[config.mk]
export PLATFORM = sky130hd
export DESIGN_NAME = dma_blk_seq
export DESIGN_NICKNAME = d
export VERILOG_FILES = /design/src/rtl/dma_blk_pkg.sv /design/src/rtl/dma_req_sampler.sv /design/src/rtl/dma_datapath.sv /design/src/rtl/dma_seq_fsm.sv /design/src/rtl/dma_blk_seq.sv
export SDC_FILE = /design/constraint.sdc
export NUM_CORES = 1
export LEC_CHECK = 0
export ABC_AREA = 1
export BUFFER_PORTS_ARGS = -buffer_cell sky130_fd_sc_hd__buf_2
export CAP_MARGIN = 15
export CORE_UTILIZATION = 47
export DETAILED_ROUTE_END_ITERATION = 8
export PLACE_DENSITY = 0.71
export SYNTH_ARGS = -nofsm -noshare
export SYNTH_HDL_FRONTEND = slang
export SYNTH_SLANG_ARGS = --single-unit
[constraint.sdc]
create_clock -name clk -period 2.1 [get_ports clk]
set_clock_uncertainty 0.05 [all_clocks]
set_input_delay 0.21 -clock clk [delete_from_list [all_inputs] [get_ports clk]]
set_output_delay 0.21 -clock clk [all_outputs]
set_load 0.01 [all_outputs]
[src/rtl/dma_blk_pkg.sv]
package dma_blk_pkg;

    typedef enum logic [2:0] {
        ST_OFF,
        ST_IDLE,
        ST_ARB,
        ST_RD,
        ST_WR,
        ST_DEAD
    } seq_st_e;

endpackage

[src/rtl/dma_req_sampler.sv]
module dma_req_sampler (
    input  logic clk,
    input  logic rst_n,
    input  logic open_i,
    input  logic clr_i,
    input  logic req_n_i,
    output logic held_o
);

    logic held_d, held_q;

    always_comb begin
        held_d = held_q;
        if (clr_i) begin
            held_d = 1'b0;
        end else if (open_i && !req_n_i) begin
            held_d = 1'b1;
        end
    end

    always_ff @(posedge clk) begin
        if (!rst_n) begin
            held_q <= 1'b0;
        end else begin
            held_q <= held_d;
        end
    end

    assign held_o = held_q;

    AST_HELD_DROPS_ON_ACT: assert property (@(posedge clk) disable iff (!rst_n)
        clr_i |=> !held_o);

    AST_CAPTURE_NEEDS_LOW: assert property (@(posedge clk) disable iff (!rst_n)
        $rose(held_o) |-> ($past(open_i) && !$past(req_n_i)));

endmodule

[src/rtl/dma_datapath.sv]
module dma_datapath #(
    parameter int AW = 32,
    parameter int DW = 32
) (
    input  logic          clk,
    input  logic          rst_n,
    input  logic          load_i,
    input  logic [AW-1:0] src_i,
    input  logic [AW-1:0] dst_i,
    input  logic          rd_i,
    input  logic          wr_i,
    input  logic [DW-1:0] rdata_i,
    output logic [AW-1:0] src_o,
    output logic [AW-1:0] dst_o,
    output logic [DW-1:0] data_o
);

    localparam int UNIT = DW / 8;

    typedef struct packed {
        logic [AW-1:0] src;
        logic [AW-1:0] dst;
        logic [DW-1:0] data;
    } dp_t;

    dp_t dp_d, dp_q;

    always_comb begin
        dp_d = dp_q;
        if (load_i) begin
            dp_d.src = src_i;
            dp_d.dst = dst_i;
        end
        if (rd_i) begin
            dp_d.data = rdata_i;
            dp_d.src  = dp_q.src + AW'(UNIT);
        end
        if (wr_i) begin
            dp_d.dst = dp_q.dst + AW'(UNIT);
        end
    end

    always_ff @(posedge clk) begin
        if (!rst_n) begin
            dp_q <= '0;
        end else begin
            dp_q <= dp_d;
        end
    end

    assign src_o  = dp_q.src;
    assign dst_o  = dp_q.dst;
    assign data_o = dp_q.data;

    AST_SRC_STEP: assert property (@(posedge clk) disable iff (!rst_n)
        (rd_i && !load_i) |=> (src_o - $past(src_o)) == AW'(UNIT));

    AST_DST_STEP: assert property (@(posedge clk) disable iff (!rst_n)
        (wr_i && !load_i) |=> (dst_o - $past(dst_o)) == AW'(UNIT));

endmodule

[src/rtl/dma_seq_fsm.sv]
module dma_seq_fsm
    import dma_blk_pkg::*;
#(
    parameter int SZW = 8,
    parameter int CW  = 8
) (
    input  logic           clk,
    input  logic           rst_n,
    input  logic           cfg_we_i,
    input  logic [SZW-1:0] blk_size_i,
    input  logic [CW-1:0]  blk_cnt_i,
    input  logic           held_i,
    input  logic           gnt_i,
    output logic           open_o,
    output logic           clr_o,
    output logic           load_o,
    output logic           bus_req_o,
    output logic           rd_o,
    output logic           wr_o,
    output logic           done_o,
    output seq_st_e        state_o
);

    typedef struct packed {
        seq_st_e        st;
        logic           arb;
        logic [SZW-1:0] units;
        logic [SZW-1:0] size;
        logic [CW-1:0]  blks;
        logic           done;
    } fsm_t;

    fsm_t f_d, f_q;
    logic cfg_ok;

    assign cfg_ok = (f_q.st == ST_OFF) && cfg_we_i
                    && (blk_size_i != '0) && (blk_cnt_i != '0);

    always_comb begin
        f_d      = f_q;
        f_d.done = 1'b0;
        unique case (f_q.st)
            ST_OFF: begin
                if (cfg_ok) begin
                    f_d.st   = ST_IDLE;
                    f_d.size = blk_size_i;
                    f_d.blks = blk_cnt_i;
                end
            end
            ST_IDLE: begin
                f_d.arb = 1'b0;
                if (held_i) begin
                    f_d.st = ST_ARB;
                end
            end
            ST_ARB: begin
                f_d.arb = 1'b1;
                if (gnt_i && f_q.arb) begin
                    f_d.st    = ST_RD;
                    f_d.units = f_q.size;
                end
            end
            ST_RD: begin
                f_d.st = ST_WR;
            end
            ST_WR: begin
                if (f_q.units == SZW'(1)) begin
                    f_d.st = ST_DEAD;
                end else begin
                    f_d.units = f_q.units - SZW'(1);
                    f_d.st    = ST_RD;
                end
            end
            ST_DEAD: begin
                if (f_q.blks == CW'(1)) begin
                    f_d.st   = ST_OFF;
                    f_d.done = 1'b1;
                end else begin
                    f_d.blks = f_q.blks - CW'(1);
                    f_d.st   = ST_IDLE;
                end
            end
            default: f_d.st = ST_OFF;
        endcase
    end

    always_ff @(posedge clk) begin
        if (!rst_n) begin
            f_q <= '{st: ST_OFF, arb: 1'b0, units: '0, size: '0, blks: '0, done: 1'b0};
        end else begin
            f_q <= f_d;
        end
    end

    assign open_o    = (f_q.st == ST_IDLE);
    assign clr_o     = (f_q.st == ST_IDLE) && held_i;
    assign load_o    = cfg_ok;
    assign bus_req_o = (f_q.st == ST_ARB) || (f_q.st == ST_RD)
                       || (f_q.st == ST_WR) || (f_q.st == ST_DEAD);
    assign rd_o      = (f_q.st == ST_RD);
    assign wr_o      = (f_q.st == ST_WR);
    assign done_o    = f_q.done;
    assign state_o   = f_q.st;

    AST_ARB_TWO_CYCLES: assert property (@(posedge clk) disable iff (!rst_n)
        (f_q.st == ST_RD && $past(f_q.st) == ST_ARB) |-> $past(f_q.st, 2) == ST_ARB);

    AST_READ_AFTER_GNT: assert property (@(posedge clk) disable iff (!rst_n)
        (f_q.st == ST_RD && $past(f_q.st) == ST_ARB) |-> $past(gnt_i));

    AST_DEAD_AFTER_WRITE: assert property (@(posedge clk) disable iff (!rst_n)
        (f_q.st == ST_DEAD) |-> $past(f_q.st) == ST_WR);

    AST_DONE_ONE_CYCLE: assert property (@(posedge clk) disable iff (!rst_n)
        done_o |=> !done_o);

    AST_BUSY_CFG_IGNORED: assert property (@(posedge clk) disable iff (!rst_n)
        (f_q.st != ST_OFF) |=> (f_q.size == $past(f_q.size)));

    AST_ZERO_CFG_STAYS_OFF: assert property (@(posedge clk) disable iff (!rst_n)
        (f_q.st == ST_OFF && cfg_we_i && (blk_size_i == '0 || blk_cnt_i == '0))
        |=> f_q.st == ST_OFF);

endmodule

[src/rtl/dma_blk_seq.sv]
module dma_blk_seq
    import dma_blk_pkg::*;
#(
    parameter int AW  = 32,
    parameter int DW  = 32,
    parameter int SZW = 8,
    parameter int CW  = 8
) (
    input  logic           clk,
    input  logic           rst_n,
    input  logic           cfg_we,
    input  logic [AW-1:0]  cfg_src,
    input  logic [AW-1:0]  cfg_dst,
    input  logic [SZW-1:0] cfg_blk_size,
    input  logic [CW-1:0]  cfg_blk_cnt,
    input  logic           req_n,
    output logic           bus_req,
    input  logic           bus_gnt,
    output logic [AW-1:0]  m_addr,
    output logic           m_rd,
    output logic           m_wr,
    output logic [DW-1:0]  m_wdata,
    input  logic [DW-1:0]  m_rdata,
    output logic           done
);

    logic          open_w, clr_w, held_w, load_w;
    logic [AW-1:0] src_w, dst_w;
    seq_st_e       state_w;

    dma_req_sampler u_smp (
        .clk     (clk),
        .rst_n   (rst_n),
        .open_i  (open_w),
        .clr_i   (clr_w),
        .req_n_i (req_n),
        .held_o  (held_w)
    );

    dma_seq_fsm #(.SZW(SZW), .CW(CW)) u_fsm (
        .clk        (clk),
        .rst_n      (rst_n),
        .cfg_we_i   (cfg_we),
        .blk_size_i (cfg_blk_size),
        .blk_cnt_i  (cfg_blk_cnt),
        .held_i     (held_w),
        .gnt_i      (bus_gnt),
        .open_o     (open_w),
        .clr_o      (clr_w),
        .load_o     (load_w),
        .bus_req_o  (bus_req),
        .rd_o       (m_rd),
        .wr_o       (m_wr),
        .done_o     (done),
        .state_o    (state_w)
    );

    dma_datapath #(.AW(AW), .DW(DW)) u_dp (
        .clk     (clk),
        .rst_n   (rst_n),
        .load_i  (load_w),
        .src_i   (cfg_src),
        .dst_i   (cfg_dst),
        .rd_i    (m_rd),
        .wr_i    (m_wr),
        .rdata_i (m_rdata),
        .src_o   (src_w),
        .dst_o   (dst_w),
        .data_o  (m_wdata)
    );

    assign m_addr = m_rd ? src_w : (m_wr ? dst_w : '0);

    AST_ACCEPT_ONLY_IDLE: assert property (@(posedge clk) disable iff (!rst_n)
        $rose(held_w) |-> $past(state_w) == ST_IDLE);

    AST_MASTER_OWNS_BUS: assert property (@(posedge clk) disable iff (!rst_n)
        $onehot0({m_rd, m_wr}) && ((m_rd || m_wr) -> bus_req));

endmodule

-- After elaboration in Yosys (flattened, before gate mapping)
Index checks and enable logic that the tools add are counted.
- register bits: 126
- output and inout bits: 68
- word-level logic and storage cells: 70
- input bits: 117
- reduce and logical (&&, ||, !) cells: 24
- bitwise operators: 1
- add/sub/neg operators: 4
- muxes and demuxes: 19
- equal/unequal tests: 12
- operator list (operator ; count):
    $mux W32 ; 4
    $add A32 B3 Y32 const B ; 2
    $mux W64 ; 1
    $mux W8 ; 4
    $pmux W8 S2 ; 2
    $pmux W3 S6 ; 1
    $eq A8 B1 Y1 const B ; 2
    $reduce_bool A8 Y1 ; 2
    $sub A8 B1 Y8 const B ; 2
    $mux W3 ; 4
    $reduce_bool A2 Y1 ; 5
    $reduce_and A3 Y1 ; 3
    $ne A2 B2 Y1 const B ; 4
    $eq A3 B2 Y1 const B ; 2
    $eq A3 B3 Y1 const B ; 2
    $logic_and A1 B1 Y1 ; 6
    $reduce_and A2 Y1 ; 2
    $eq A3 B1 Y1 const B ; 1
    $logic_not A3 Y1 ; 1
    $logic_or A1 B1 Y1 ; 3
    $mux W1 ; 2
    $ne A2 B1 Y1 const B ; 1
    $pmux W1 S2 ; 1
    $reduce_or A2 Y1 ; 1
    2 further kinds ; 2

-- Longest topological paths before layout
- word-level depth: 6
- gate-level depth with buffers: 11
- depth with buffers taken out: 11

-- Cells and area by module
Synthesis repeated with hierarchy kept, for this count alone.
- cell total of the unflattened synthesis: 1314
- area, all modules: 8080.2 sq um
- modules (own cells, without submodules) (module ; cells an instance ; times used ; sequential area each (sq um) ; area each (sq um)):
    dma_datapath ; 907 ; 1 ; 1921.8 ; 5667.9
    dma_seq_fsm ; 293 ; 1 ; 580.6 ; 1808.0
    dma_blk_seq ; 107 ; 1 ; 0.0 ; 556.8
    dma_req_sampler ; 7 ; 1 ; 20.0 ; 47.5

-- Least setup slack after synthesis
Ideal clock, no wire load.
- path kind: register to output
- from: register u_fsm.f_q, in the netlist u_fsm.state_o[1]
- to: output m_addr[13]
- data required time: 1.840 ns
- arrival time: 1.300 ns
- buffers on the path: 3
- stages on the path, launching flop included: 8
- slack: 0.540 ns
- path through: dfxtp_1 > nand2_1 > nor2_1 > buf_4 > buf_4 > buf_2 > nand2_1 > o21ai_0
- elaborated cells on any way between the ends: 4
- those cells by class: 2 x eq/ne; 2 x mux
- RTL lines (what ; line ; source):
    from (decl) ; dma_seq_fsm.sv:33 ; fsm_t f_d, f_q;
    from (signal assigned) ; dma_seq_fsm.sv:89 ; f_q <= '{st: ST_OFF, arb: 1'b0, units: '0, size: '0, blks: '0, done: 1'b0};
    $eq A3 B2 Y1 ; dma_seq_fsm.sv:100 ; assign rd_o = (f_q.st == ST_RD);
    net m_rd ; dma_blk_seq.sv:20 ; output logic m_rd,
    $mux W32 ; dma_blk_seq.sv:72 ; assign m_addr = m_rd ? src_w : (m_wr ? dst_w : '0);
    to (decl) ; dma_blk_seq.sv:19 ; output logic [AW-1:0] m_addr,
The timed path passes the listed nets, and every way through them passes these cells.

-- Worst setup path after layout
- from: register u_fsm.f_q, in the netlist u_fsm.state_o[0]
- to: output m_addr[10]
- cells in the longest elaborated chain, start to end: 3
- elaborated cells on any way between the ends: 4
- those cells by class: 2 x eq/ne; 2 x mux
- RTL lines (what ; line ; source):
    $eq A3 B3 Y1 ; dma_seq_fsm.sv:101 ; assign wr_o = (f_q.st == ST_WR);
    $mux W32 ; dma_blk_seq.sv:72 ;
    $mux W32 (*) ; dma_blk_seq.sv:72 ;
Mark *: on every way between the ends. The rest lies on a longest branch, timed or not.

==> metrics <==
Synth top area share 0.325; core box area around 0.016 mm²; worst slew pin tran 0.476 ns; TritonCTS clock tree done; Synth Net Count roughly 1400; reg-to-reg slack, setup 0.32 ns; Setup crit start u_fsm.state_o[0]; CP Class reg2out; DIE WIDTH 131 µm; area of the multi-input gates 0.00446 mm²; DR vias/cell 5.19; vias in the first global route 8257; RSZ-0062 raised after global routing true; Syn Inst Count 1281; Final Critical Period a little over 2 ns; FMAX 489 MHz; die height between 100 and 150 µm; reg2reg start u_dp.dst_o[3]; dpl ws 0.329 ns; worst setup path endpoint m_addr[10]; share of the clock period used by the worst path 0.973; total number of vias 8927; CTS Root Cell clkbuf_16; Final Max Slew Viols 0; Max-slew headroom 0.683; row count 46; Final Non-Filler Cells 1719; crit path max fanout 18; setup slack after layout about 0.056 ns; Synth area leaders dfxtp_1 32%, nand2_1 16%, nor2_1 12%, nand3_1 8.3%, inv_1 6.3%; DR iter-0 viols 756; Crit path required time 1.84 ns; register area 0.00253 mm²; average size of a mapped cell 6.07 µm²; slowest cell delay on critical path 0.35 ns; DP Cell Count 1641; Worst Reg-to-Reg Cells 9; number of top-level pins 185; MaxCap Viol Count 0; clock net sink count 126; Mapped Area 0.00777 mm²; DR WL met2 around 12000 µm; TritonCTS Buffers 17; Worst Hold Class in2reg; Worst-Skew Late Latency 0.42 ns; Final nets 1613; synth unique cells 35; Slowest-stage cell, CP dfxtp_2; Starting Density 0.486; cell taking the most area after synthesis dfxtp_1; hpwl dp 18000 µm; status finished clean; TNS Setup 0 ns; Tot Pwr 9.78 mW; Setup-failing EPs final 0; die area 0.0171 mm²; aggregate global-route resource usage 0.306; largest net degree at the start of global routing 63; GR Overflow Total 0; Clock Tree Buf Depth 2; Reg clk slew, reported paths 0.06 ns; reg2reg end u_dp.dst_o[24]; metal3 WL about 2200 µm; Area Growth Syn to Fin 28.1%; first-pass GRT wire length 40500 µm; #FFs+latches synth 126; initial antenna violation count 1; total detailed-routing wirelength ~25000 µm; Hold Violations, Final 0; fill count 1590; IO Port Bufs 184; Worst VDD drop ~0.67 mV; RePlAce Congestion between 0.9 and 1; Post-DRT Antenna Nets 0; hold_ws 0.0200 ns; Setup crit start kind flop; DRC violations left 0; Ys Warns 0; fraction of layout cells with a size suffix above 1 0.183; first-pass iteration count of the detailed router 5; crit path cell chain nor2_4 -> nand2_4 -> clkinv_2 -> buf_12 -> a22o_1 -> buf_2; P per Cell Area 983 mW/mm²; Worst Path Arrival 1.78 ns; WL/cell 14.8 µm; H-tree levels 4; Lkg Pwr 4.57 nW; DRT met1 WL 11000 µm; Highest Signal Layer met4; Seq/Total Area, Yosys 0.325; CP Capture Type output pin
-- routing by layer --
layer / GRT usage / vias up
met5: 0 / -
met4: 0.0838 / 0
met3: 0.0778 / 40
met2: 0.513 / 359
met1: 0.390 / 4024
li1: - / 4504
-- registers in the layout, indices dropped and copies added (netlist names) --
register / cells
u_dp.data_o: 32
u_dp.dst_o: 32
u_dp.src_o: 32
u_fsm.f_q: 25
u_fsm.state_o: 3
u_fsm.done_o: 1
u_smp.held_o: 1
-- report_power, final --
group | internal, mW | leakage [nW] | switching [mW]
sequential | 2.98 | 1.03 | 0.602
clock | 1.57 | 0.275 | 1.27
combinational | 1.26 | 3.26 | 2.10
-- Yosys cell counts --
| master | n |
|---|---|
| buf_4 | 4 |
| xor2_1 | 13 |
| nor2_1 | 253 |
| dfxtp_1 | 126 |
| a21boi_0 | 2 |
| o31ai_1 | 1 |
| inv_1 | 131 |
| clkbuf_1 | 27 |
| or3_1 | 1 |
| ha_1 | 7 |
| buf_6 | 6 |
| a32o_1 | 1 |
| buf_2 | 19 |
| nor3_1 | 8 |
| and2_1 | 2 |
| a21oi_2 | 19 |
| nor2_4 | 2 |
| a21oi_1 | 45 |
| nand3_4 | 1 |
| a22o_1 | 8 |
| a21boi_1 | 1 |
| nor4_1 | 1 |
| o21ai_0 | 91 |
| o22ai_1 | 16 |
| inv_2 | 5 |
| nand4_1 | 6 |
| nand2_1 | 329 |
| xnor2_1 | 9 |
| nand2_4 | 3 |
| nand3_1 | 129 |
| o21ai_1 | 1 |
| nand3b_1 | 4 |
| buf_1 | 2 |
| nand2_2 | 2 |
| a211oi_1 | 6 |
-- cells by family after synthesis --
family	share of synthesized area
DFF	0.325
xor gates and xnor gates	0.0248
adders and majority gates	0.0113
and+or+nand+nor	0.392
buffers and inverters	0.104
AOI/OAI and AO/OA	0.142
-- stage by stage --
step / instance area [µm²] / utilization
global placement: 8880 / 0.555
CTS: 9920 / 0.620
detailed placement: 8880 / 0.555
floorplan: 7770 / -
global route: 9950 / 0.622
finish: 9950 / 0.622
-- what timing repair did --
action / CTS / global route
hold buffers: 44 / 0
gates cloned: 1 / 0
setup endpoints to repair: 10 / 19
endpoints found under the hold margin: 44 / 0
setup buffers: 0 / 0
gates resized for setup: 2 / 9
-- worst min-delay path by stage --
stage | startpoint | end | slack (ns) | cells past startpoint
2_1_floorplan | m_rdata[16] | u_dp.data_o[16] | 0.29 | 2
3_3_place_gp | m_rdata[25] | u_dp.data_o[25] | 0.38 | 3
3_5_place_dp | m_rdata[22] | u_dp.data_o[22] | 0.39 | 3
4_1_cts | req_n | u_smp.held_o | 0.002 | 3
5_1_grt | req_n | u_smp.held_o | 0.009 | 3
6_report | req_n | u_smp.held_o | 0.02 | 3
-- layout by cell type (no fill, tap or decap), types with 6 or more instances in the layout --
cell / count
buf_4: 10
nand3_1: 129
inv_1: 130
nand4_1: 6
buf_12: 6
dlygate4sd3_1: 44
nand2_1: 329
nor2_1: 252
o21ai_0: 90
xnor2_1: 9
nor3_1: 8
dfxtp_1: 123
a21oi_2: 19
a211oi_1: 6
o22ai_1: 13
xor2_1: 13
clkbuf_16: 17
a22o_1: 8
buf_2: 184
a21oi_1: 45
ha_1: 7
-- critical path, delay by kind of cell, from the launching register on --
| family | cells | cell delay (ns) |
|---|---|---|
| flip-flops | 1 | 0.35 |
| buffers and inverters | 3 | 0.52 |
| AO/OA/AOI/OAI | 1 | 0.23 |
| AND/OR/NAND/NOR | 2 | 0.25 |
-- layout make-up --
cell class,count,area share
inverters,136,0.0514
well taps,216,0.0271
flip-flops and latches,126,0.254
clock buffers,17,0.0427
diodes,1,0.000251
repair buffers,247,0.162
multi-input cells,961,0.448
clock inverters,15,0.0142
Power figures use the tool's default switching activity.
